===== src/rtl/intr_pkg.sv =====
package intr_pkg;
    localparam int SRC_N   = 26;
    localparam int BUS_DW  = 32;
    localparam int CTRL_W  = 3;
    localparam logic [CTRL_W-1:0] CTRL_RST = 3'b111;

    typedef enum logic [2:0] {
        RG_CTRL = 3'd0,
        RG_PEND = 3'd1,
        RG_ROUTE = 3'd2,
        RG_MASK = 3'd3,
        RG_INSV = 3'd4,
        RG_ICLR = 3'd5,
        RG_FCLR = 3'd6
    } reg_sel_e;
endpackage


===== src/rtl/intr_edge_det.sv =====
module intr_edge_det #(
    parameter int N = intr_pkg::SRC_N
) (
    input  logic         clk,
    input  logic         rst_n,
    input  logic [N-1:0] src_i,
    output logic [N-1:0] rise_o
);
    logic [N-1:0] prev_d, prev_q;

    always_comb begin
        prev_d = src_i;
        rise_o = src_i & ~prev_q;
    end

    always_ff @(posedge clk or negedge rst_n) begin
        if (!rst_n) prev_q <= '0;
        else        prev_q <= prev_d;
    end
endmodule


===== src/rtl/intr_cfg_regs.sv =====
module intr_cfg_regs #(
    parameter int N  = intr_pkg::SRC_N,
    parameter int CW = intr_pkg::CTRL_W
) (
    input  logic          clk,
    input  logic          rst_n,
    input  logic          wr_en_i,
    input  logic [2:0]    addr_i,
    input  logic [N:0]    wdata_i,
    output logic [CW-1:0] ctrl_o,
    output logic [N-1:0]  route_o,
    output logic [N-1:0]  mask_o,
    output logic          gmask_o
);
    import intr_pkg::*;

    typedef struct packed {
        logic [CW-1:0] ctrl;
        logic [N-1:0]  route;
        logic [N:0]    mask;
    } cfg_t;

    cfg_t cfg_d, cfg_q;

    always_comb begin
        cfg_d = cfg_q;
        if (wr_en_i) begin
            case (addr_i)
                RG_CTRL:  cfg_d.ctrl  = wdata_i[CW-1:0];
                RG_ROUTE: cfg_d.route = wdata_i[N-1:0];
                RG_MASK:  cfg_d.mask  = wdata_i;
                default:  ;
            endcase
        end
        ctrl_o  = cfg_q.ctrl;
        route_o = cfg_q.route;
        mask_o  = cfg_q.mask[N-1:0];
        gmask_o = cfg_q.mask[N];
    end

    always_ff @(posedge clk or negedge rst_n) begin
        if (!rst_n) begin
            cfg_q.ctrl  <= CTRL_RST;
            cfg_q.route <= '0;
            cfg_q.mask  <= '1;
        end else begin
            cfg_q <= cfg_d;
        end
    end

    // a mask write lands in the mask and global bits on the next cycle
    a_r11_mask_write: assert property (@(posedge clk) disable iff (!rst_n)
        (wr_en_i && addr_i == RG_MASK) |=> ({gmask_o, mask_o} == $past(wdata_i)));
endmodule


===== src/rtl/intr_pend_bank.sv =====
module intr_pend_bank #(
    parameter int N = intr_pkg::SRC_N
) (
    input  logic         clk,
    input  logic         rst_n,
    input  logic [N-1:0] rise_i,
    input  logic [N-1:0] irq_clr_i,
    input  logic [N-1:0] fiq_clr_i,
    input  logic [N-1:0] route_i,
    input  logic [N-1:0] cand_i,
    input  logic         ack_i,
    input  logic [N-1:0] winner_i,
    output logic [N-1:0] pend_o,
    output logic [N-1:0] insv_o
);
    typedef struct packed {
        logic [N-1:0] pend;
        logic [N-1:0] insv;
    } svc_t;

    localparam logic [N-1:0] ONE = {{(N-1){1'b0}}, 1'b1};

    svc_t         svc_d, svc_q;
    logic [N-1:0] drop;
    logic [N-1:0] pick;

    always_comb begin
        drop  = (irq_clr_i & ~route_i) | (fiq_clr_i & route_i);
        svc_d = svc_q;
        svc_d.pend = (svc_q.pend & ~drop) | rise_i;
        svc_d.insv = svc_q.insv & ~irq_clr_i;
        pick = winner_i & cand_i;
        if (ack_i && svc_q.insv == '0)
            svc_d.insv = pick & (~pick + ONE);
        pend_o = svc_q.pend;
        insv_o = svc_q.insv;
    end

    always_ff @(posedge clk or negedge rst_n) begin
        if (!rst_n) svc_q <= '0;
        else        svc_q <= svc_d;
    end

    // in-service holds at most one bit
    a_r7_insv_onehot: assert property (@(posedge clk) disable iff (!rst_n)
        $onehot0(insv_o));

    // acknowledge during service leaves in-service untouched
    a_r7_ack_ignored: assert property (@(posedge clk) disable iff (!rst_n)
        (ack_i && insv_o != '0 && irq_clr_i == '0) |=> $stable(insv_o));

    // every rising edge shows up as pending, clear or not
    a_r10_rise_wins: assert property (@(posedge clk) disable iff (!rst_n)
        (rise_i != '0) |=> ((pend_o & $past(rise_i)) == $past(rise_i)));

    // IRQ service clear empties the addressed in-service bits
    a_r8_insv_cleared: assert property (@(posedge clk) disable iff (!rst_n)
        (irq_clr_i != '0) |=> ((insv_o & $past(irq_clr_i)) == '0));
endmodule


===== src/rtl/intr_svc_unit.sv =====
module intr_svc_unit #(
    parameter int N  = intr_pkg::SRC_N,
    parameter int DW = intr_pkg::BUS_DW
) (
    input  logic          clk,
    input  logic          rst_n,
    input  logic [N-1:0]  src_req_i,
    input  logic          bus_sel_i,
    input  logic          bus_wr_i,
    input  logic [2:0]    bus_addr_i,
    input  logic [DW-1:0] bus_wdata_i,
    output logic [DW-1:0] bus_rdata_o,
    output logic [N-1:0]  irq_cand_o,
    input  logic [N-1:0]  arb_winner_i,
    input  logic          irq_ack_i,
    output logic          irq_req_o,
    output logic          fiq_req_o,
    output logic          vec_mode_o
);
    import intr_pkg::*;
    localparam int CW = CTRL_W;

    logic          wr_en;
    logic [N-1:0]  rise, pend, insv, route, mask;
    logic [N-1:0]  irq_clr, fiq_clr, fiq_pend;
    logic [CW-1:0] ctrl;
    logic          gmask;
    logic          unused_wdata;

    assign unused_wdata = ^bus_wdata_i[DW-1:N+1];

    always_comb begin
        wr_en   = bus_sel_i && bus_wr_i;
        irq_clr = (wr_en && bus_addr_i == RG_ICLR) ? bus_wdata_i[N-1:0] : '0;
        fiq_clr = (wr_en && bus_addr_i == RG_FCLR) ? bus_wdata_i[N-1:0] : '0;
    end

    intr_edge_det #(.N(N)) u_edge (
        .clk    (clk),
        .rst_n  (rst_n),
        .src_i  (src_req_i),
        .rise_o (rise)
    );

    intr_cfg_regs #(.N(N), .CW(CW)) u_cfg (
        .clk     (clk),
        .rst_n   (rst_n),
        .wr_en_i (wr_en),
        .addr_i  (bus_addr_i),
        .wdata_i (bus_wdata_i[N:0]),
        .ctrl_o  (ctrl),
        .route_o (route),
        .mask_o  (mask),
        .gmask_o (gmask)
    );

    intr_pend_bank #(.N(N)) u_bank (
        .clk       (clk),
        .rst_n     (rst_n),
        .rise_i    (rise),
        .irq_clr_i (irq_clr),
        .fiq_clr_i (fiq_clr),
        .route_i   (route),
        .cand_i    (irq_cand_o),
        .ack_i     (irq_ack_i),
        .winner_i  (arb_winner_i),
        .pend_o    (pend),
        .insv_o    (insv)
    );

    always_comb begin
        irq_cand_o = gmask ? '0 : (pend & ~route & ~mask);
        fiq_pend   = gmask ? '0 : (pend & route & ~mask);
        irq_req_o  = !ctrl[1] && (irq_cand_o != '0) && (insv == '0);
        fiq_req_o  = !ctrl[0] && (fiq_pend != '0);
        vec_mode_o = !ctrl[2];
    end

    always_comb begin
        bus_rdata_o = '0;
        case (bus_addr_i)
            RG_CTRL:  bus_rdata_o = {{(DW-CW){1'b0}}, ctrl};
            RG_PEND:  bus_rdata_o = {{(DW-N){1'b0}}, pend};
            RG_ROUTE: bus_rdata_o = {{(DW-N){1'b0}}, route};
            RG_MASK:  bus_rdata_o = {{(DW-N-1){1'b0}}, gmask, mask};
            RG_INSV:  bus_rdata_o = {{(DW-N){1'b0}}, insv};
            default:  bus_rdata_o = '0;
        endcase
    end

    // once an acknowledge loads in-service, the IRQ line drops next cycle
    a_r5_quiet_in_service: assert property (@(posedge clk) disable iff (!rst_n)
        (irq_ack_i && insv == '0 && (arb_winner_i & irq_cand_o) != '0)
        |=> !irq_req_o);
endmodule


===== config.mk =====
export PLATFORM = sky130hd
export DESIGN_NAME = intr_svc_unit
export DESIGN_NICKNAME = d
export VERILOG_FILES = /design/src/rtl/intr_pkg.sv /design/src/rtl/intr_edge_det.sv /design/src/rtl/intr_cfg_regs.sv /design/src/rtl/intr_pend_bank.sv /design/src/rtl/intr_svc_unit.sv
export SDC_FILE = /design/constraint.sdc
export NUM_CORES = 1
export LEC_CHECK = 0
export BUFFER_PORTS_ARGS = -buffer_cell sky130_fd_sc_hd__buf_2
export CAP_MARGIN = 40
export CORE_ASPECT_RATIO = 1.5
export CORE_MARGIN = 5
export CORE_UTILIZATION = 50
export DETAILED_ROUTE_END_ITERATION = 16
export PLACE_DENSITY = 0.71
export SLEW_MARGIN = 20
export SYNTH_ARGS = -nofsm -noshare
export SYNTH_HDL_FRONTEND = slang
export SYNTH_SLANG_ARGS = --single-unit

===== constraint.sdc =====
create_clock -name clk -period 3.9 [get_ports clk]
set_input_delay 0 -clock clk [delete_from_list [all_inputs] [get_ports clk]]
set_output_delay 0 -clock clk [all_outputs]
set_load 0.01 [all_outputs]

==> out/summary.txt, run 1 <==
Top Usage Layer GRT: met2
Via count: 6376
Die width: 107 microns
Clk_skew: 8.22 ps
Routed WL per cell: 20.5 microns
Fill count: 1077
# diodes: 0
Post-CTS setup buffers: 0
Arrival time worst endpoint: 3370 ps
Die area: 16600 sq um
Number of synthesized flops with an enable pin: 0
Syn Area/Cell: 10.5 sq um
Initial Util: 0.507
DP Area: 7960 sq um
Max Cap Viol: 0
Fin worst setup slack: 899 ps
Row cnt: 53
HPWL after detailed placement: 15000 microns
Worst-case clock buffer depth: 2
Relative slew slack: 0.443
Post-Place Setup Slack: 1260 ps
Worst hold path type: in2async
Global-route wire length before repair: 35200 microns
Seq/Total Area, Yosys: 0.480
Worst Tran Pin Value: 836 ps
Share of the synthesized area in the top cell type: 0.369
Ys async rst share: 1.00
IO Count: 153
Critical Path Max Stage Delay: 1080 ps
Nets: 1004
Area grow syn2layout: 34.9%
CP required: 4270 ps
PnR Total Power: 4.90 mW
Critical R2R Launch: u_cfg.gmask_o
Xor/xnor share of the synthesized area: 0
PwrDens: 515 nW/um^2
Count of cell types in the netlist: 49
Port bufs: 142
H-Tree Depth: 4
CP endpoint kind: flop
Hold_buf cts: 94
R2r setup slk: 900 ps
Clk sinks: 134
TritonCTS clock tree: yes
Clock Pin Slew Worst Setup and Hold Paths: 60 ps
Post-synth top area cell: dfrtp_1
Mux contribution to synthesized area: 0.135
Critical Path Source Type: flop
Total grt overflow: 0
Overall routed net length: 22400 microns
Num CTS Buffers: 17
Worst-case reg-to-reg path depth: 6
Share of cells above drive strength 1: 0.331
Largest net degree at the start of global routing: 83
Synth Area in Adders: 0
Reg-to-reg endpoint: u_bank.insv_o[7]
Layout Cells excl Fill: 1090
Primary FF master, synth: dfrtp_1
Final Max Slew Viols: 0
Root Driver: clkbuf_16
Outcome: completed
Compound-cell area share of the yosys netlist: 0.132
Post-synthesis instance area: 7060 sq um
Initial antenna violation count: 0
Met3 Track Usage GR: 0.0627
Final setup fails: 0
GRT Resource Usage Total: 0.275
Design Area, Final: 9520 sq um
Setup TNS: 0 ps
DR vias/cell: 5.85
Router iterations before antenna repair: 5
Clk_lat worst skew: 430 ps
Fmax: 333 MHz
Hold Vio Cnt, Final: 0
Largest family of logic cells by synthesized area: simple AND/OR/NAND/NOR gates
Leakage power: 4.24 nW
Synth top area cells: dfrtp_1 (37%), dfstp_2 (11%), mux2_2 (8.8%)
Post-Synth Simple-Gate Area: 0.200
Post-CTS sizing: 0
Core area: 13900 sq um
Setup Crit Path Kind: reg2reg
Cell count after synthesis: 670
Worst IR Drop VDD: 0.313 mV
YS warnings: 0
Tcrit/Tclk final: 0.769
Crit Path Max Fanout: 29
Cell count after placement: 963
Routing usage on met1: 0.322
GP Congestion: 0.886
Final core occ: 0.684
Initial DRC Count: 368
ANT nets after route: 0
Worst path cell trace: nor4b_2, a22o_1, nor4_4, nand2_1, o21ai_0, dlygate4sd3_1
Tmin final: 3000 ps
Number of global-route vias before repair: 6698
Synthesis-stage register bit count: 134
Worst Hold Margin: 22.5 ps
RSZ-0062 raised after global routing: false
Met2 GRT Util: 0.462
Post-route DRC: 0
CP max-delay cell: dfstp_2
Die H: 156 microns
## worst max-delay path: cells and delay by family, from the launching register on
family	cells	cell delay [ps]
AO/OA/AOI/OAI	2	500
buffers and inverters	1	570
flip-flops	1	1080
AND/OR/NAND/NOR	3	790
## cell usage in the layout, fill, tap and decap left out, drive strengths merged
master / instances
buf: 154
bufinv: 3
and3: 1
inv: 55
a22o: 3
or3: 1
nor3: 6
nand3b: 26
clkinv: 4
nor4: 16
dlygate4sd3: 94
nand4: 16
a211oi: 1
mux2i: 33
a21boi: 2
clkinvlp: 1
a22oi: 51
clkbuf: 25
nor2b: 2
o21ai: 69
mux2: 55
o22ai: 3
nor4b: 26
or3b: 3
dfstp: 30
conb: 5
and4: 2
o31ai: 6
nand3: 13
a21oi: 3
dfrtp: 104
nand2: 97
a31o: 1
or4: 1
nor2: 10
and2: 2
nand2b: 1
## worst max-delay path by stage
stage / start / end / slack [ps] / depth (start not counted)
6_report: u_cfg.gmask_o / u_bank.insv_o[7] / 900 / 6
5_1_grt: u_cfg.gmask_o / u_bank.insv_o[7] / 680 / 6
2_1_floorplan: u_cfg.gmask_o / u_bank.insv_o[25] / 1940 / 7
3_5_place_dp: u_cfg.gmask_o / u_bank.insv_o[25] / 1260 / 5
3_3_place_gp: u_cfg.gmask_o / u_bank.insv_o[25] / 1260 / 5
4_1_cts: u_cfg.gmask_o / u_bank.insv_o[7] / 930 / 6
## cell type report
| type | instances | area [sq um] | share of cell area |
|---|---|---|---|
| inverter | 55 | 206 | 0.0217 |
| clock inverter | 8 | 121 | 0.0127 |
| timing repair buffer | 249 | 1770 | 0.186 |
| clock buffer | 24 | 492 | 0.0516 |
| tap | 165 | 206 | 0.0217 |
| multi-input combinational | 455 | 3340 | 0.350 |
| sequential | 134 | 3390 | 0.356 |
## cells by family after synthesis
group,after synthesis
other cells,1
compound gates,139
mux,88
simple gates,223
flops,134
buf+inv,85
## synthesized netlist by cell type (2+ instances only)
cell / n
clkbuf_1: 14
nor2_1: 10
inv_1: 55
nor4b_1: 11
nand4_2: 2
o22ai_1: 3
buf_4: 11
o31ai_1: 2
nand3b_1: 26
a22oi_4: 2
nor4b_2: 15
o31ai_2: 2
o31ai_4: 2
o21ai_0: 61
dfrtp_1: 104
nand4_1: 12
buf_2: 4
nor4_1: 11
a21oi_1: 3
nor2b_1: 2
nand4_4: 2
mux2i_1: 33
a22oi_1: 49
a22o_1: 3
mux2_2: 55
o21ai_1: 8
or3b_1: 2
nor3_1: 4
nor3_2: 2
and2_1: 2
nand2_1: 97
dfstp_2: 30
nor4_2: 4
nand3_1: 12
## sequential cells by signal (all words and copies together), names as in the netlist
name / flops
u_cfg.gmask_o: 1
u_cfg.ctrl_o: 3
u_cfg.route_o: 26
u_bank.insv_o: 26
u_edge.prev_q: 26
u_cfg.mask_o: 26
u_bank.pend_o: 26
## per-layer routing
metal  vias up  routed length, microns
met5         -                       0
met4         0                    1200
met3        80                    1390
met2       276                   11200
met1      3114                    8550
li1       2906                       -
## where the power goes
group,internal (mW),switching (mW)
logic,0.600,0.670
registers,1.67,0.300
clock network,1.07,0.594
Power figures use the tool's default switching activity.
==> run 2: changes to the inputs <==
--- a/config.mk
+++ b/config.mk
@@ -11,7 +11,7 @@
 export CORE_MARGIN = 5
 export CORE_UTILIZATION = 50
 export DETAILED_ROUTE_END_ITERATION = 16
-export PLACE_DENSITY = 0.71
+export PLACE_DENSITY = 0.74
 export SLEW_MARGIN = 20
 export SYNTH_ARGS = -nofsm -noshare
 export SYNTH_HDL_FRONTEND = slang
==> constraint.sdc (replaced) <==
create_clock -name clk -period 2.7 [get_ports clk]
set_input_delay 0 -clock clk [delete_from_list [all_inputs] [get_ports clk]]
set_output_delay 0 -clock clk [all_outputs]
set_load 0.01 [all_outputs]
==> out/summary.txt, run 2 (synthesized netlist as in run 1, its figures left out) <==
Post-CTS setup buffers: 0
Clk sinks: 134
Area grow syn2layout: 34.7%
Die H: 156 microns
Leakage power: 4.25 nW
Arrival time worst endpoint: 2890 ps
Initial DRC Count: 425
IO Count: 153
PnR Total Power: 7.09 mW
Initial Util: 0.507
Final Max Slew Viols: 0
Worst Hold Margin: 93.0 ps
GP Congestion: 0.916
DR vias/cell: 6.01
Critical Path Source Type: flop
Setup TNS: 0 ps
Overall routed net length: 22600 microns
Design Area, Final: 9510 sq um
Share of cells above drive strength 1: 0.342
Port bufs: 142
Number of global-route vias before repair: 6908
Tmin final: 2560 ps
Critical R2R Launch: u_cfg.gmask_o
GRT Resource Usage Total: 0.274
Router iterations before antenna repair: 5
Clk_lat worst skew: 420 ps
Initial antenna violation count: 0
Clock Pin Slew Worst Setup and Hold Paths: 60 ps
Num CTS Buffers: 17
Hold worst-path end: u_bank.insv_o[3]
Worst IR Drop VDD: 0.436 mV
Post-route DRC: 0
# diodes: 0
Setup Crit Path Kind: reg2reg
Die width: 107 microns
Clk_skew: 9.62 ps
CP endpoint kind: flop
Met3 Track Usage GR: 0.0511
Largest net degree at the start of global routing: 60
Routed WL per cell: 20.8 microns
Hold path startpoint: irq_ack_i
HPWL after detailed placement: 15500 microns
Global-route wire length before repair: 35700 microns
Max Cap Viol: 0
Met2 GRT Util: 0.472
ANT nets after route: 0
Relative slew slack: 0.433
TritonCTS clock tree: yes
Row cnt: 53
Crit Path Max Fanout: 17
Fill count: 1037
Worst-case reg-to-reg path depth: 6
Top Usage Layer GRT: met2
Most frequent cells in the layout: buf_2 (141), dfrtp_1 (104), nand2_1 (97)
R2r setup slk: 140 ps
Worst Tran Pin Value: 838 ps
Routing usage on met1: 0.315
Hold Vio Cnt, Final: 0
Reg-to-reg endpoint: u_bank.insv_o[23]
Hold path depth: 5
Worst hold path type: in2reg
Nets: 1002
Fmax: 391 MHz
Total grt overflow: 0
Leading cell type in the layout, fill and taps excluded: buf_2
Root Driver: clkbuf_16
RSZ-0062 raised after global routing: false
Via count: 6540
Tcrit/Tclk final: 0.947
CP required: 3040 ps
Core area: 13900 sq um
Outcome: completed
H-Tree Depth: 4
Final setup fails: 0
Worst-case clock buffer depth: 2
Die area: 16600 sq um
DP Area: 7990 sq um
PwrDens: 746 nW/um^2
## run 2: routing by layer
metal	share of wire	vias to the layer above
li1	-	2901
met1	0.37	3208
met2	0.51	344
met3	0.062	87
met4	0.058	0
met5	0	-
## run 2: layout make-up
type,count,area [sq um],share of cell area
clock buffers,20,457,0.0480
multi-input cells,455,3360,0.353
well taps,165,206,0.0217
clock inverters,12,153,0.0161
repair buffers,247,1730,0.182
inverters,55,206,0.0217
flip-flops and latches,134,3390,0.357
## run 2: what timing repair did
| item | CTS | global route |
|---|---|---|
| endpoints found under the hold margin | 170 | 0 |
| endpoints found under the setup margin | 0 | 2 |
| hold buffers | 88 | 0 |
| gates resized for setup | 0 | 4 |
## run 2: worst max-delay path: stages, from the launching register on
cell           delay (ps)
dfstp_4               780
nor4b_2               150
a22oi_4               270
nand4_2               170
or3_1                 410
dlygate4sd3_1         580
o21ai_1               120
## run 2: metrics by stage
| stage | std cells | setup slack, ps | util |
|---|---|---|---|
| finish | 1088 | 142 | 0.683 |
| global route | 1088 | 44.1 | 0.683 |
| detailed placement | 968 | 330 | 0.574 |
| global placement | 968 | 374 | 0.574 |
| floorplan | 674 | 742 | - |
| CTS | 1088 | 70.5 | 0.681 |
## run 2: worst max path at each step
| stage | end | cells past startpoint | start |
|---|---|---|---|
| after floorplan | u_bank.insv_o[25] | 7 | u_cfg.gmask_o |
| after global placement | u_bank.insv_o[21] | 6 | u_cfg.gmask_o |
| after detailed placement | u_bank.insv_o[17] | 6 | u_cfg.gmask_o |
| after CTS | u_bank.insv_o[23] | 6 | u_cfg.gmask_o |
| after global routing | u_bank.insv_o[23] | 6 | u_cfg.gmask_o |
| final | u_bank.insv_o[23] | 6 | u_cfg.gmask_o |
## run 2: report_power, final
part / switching [mW] / internal [mW] / leakage [nW]
clock network: 0.881 / 1.50 / 0.288
registers: 0.426 / 2.41 / 1.53
logic: 0.998 / 0.877 / 2.43
total: 2.30 / 4.79 / 4.25
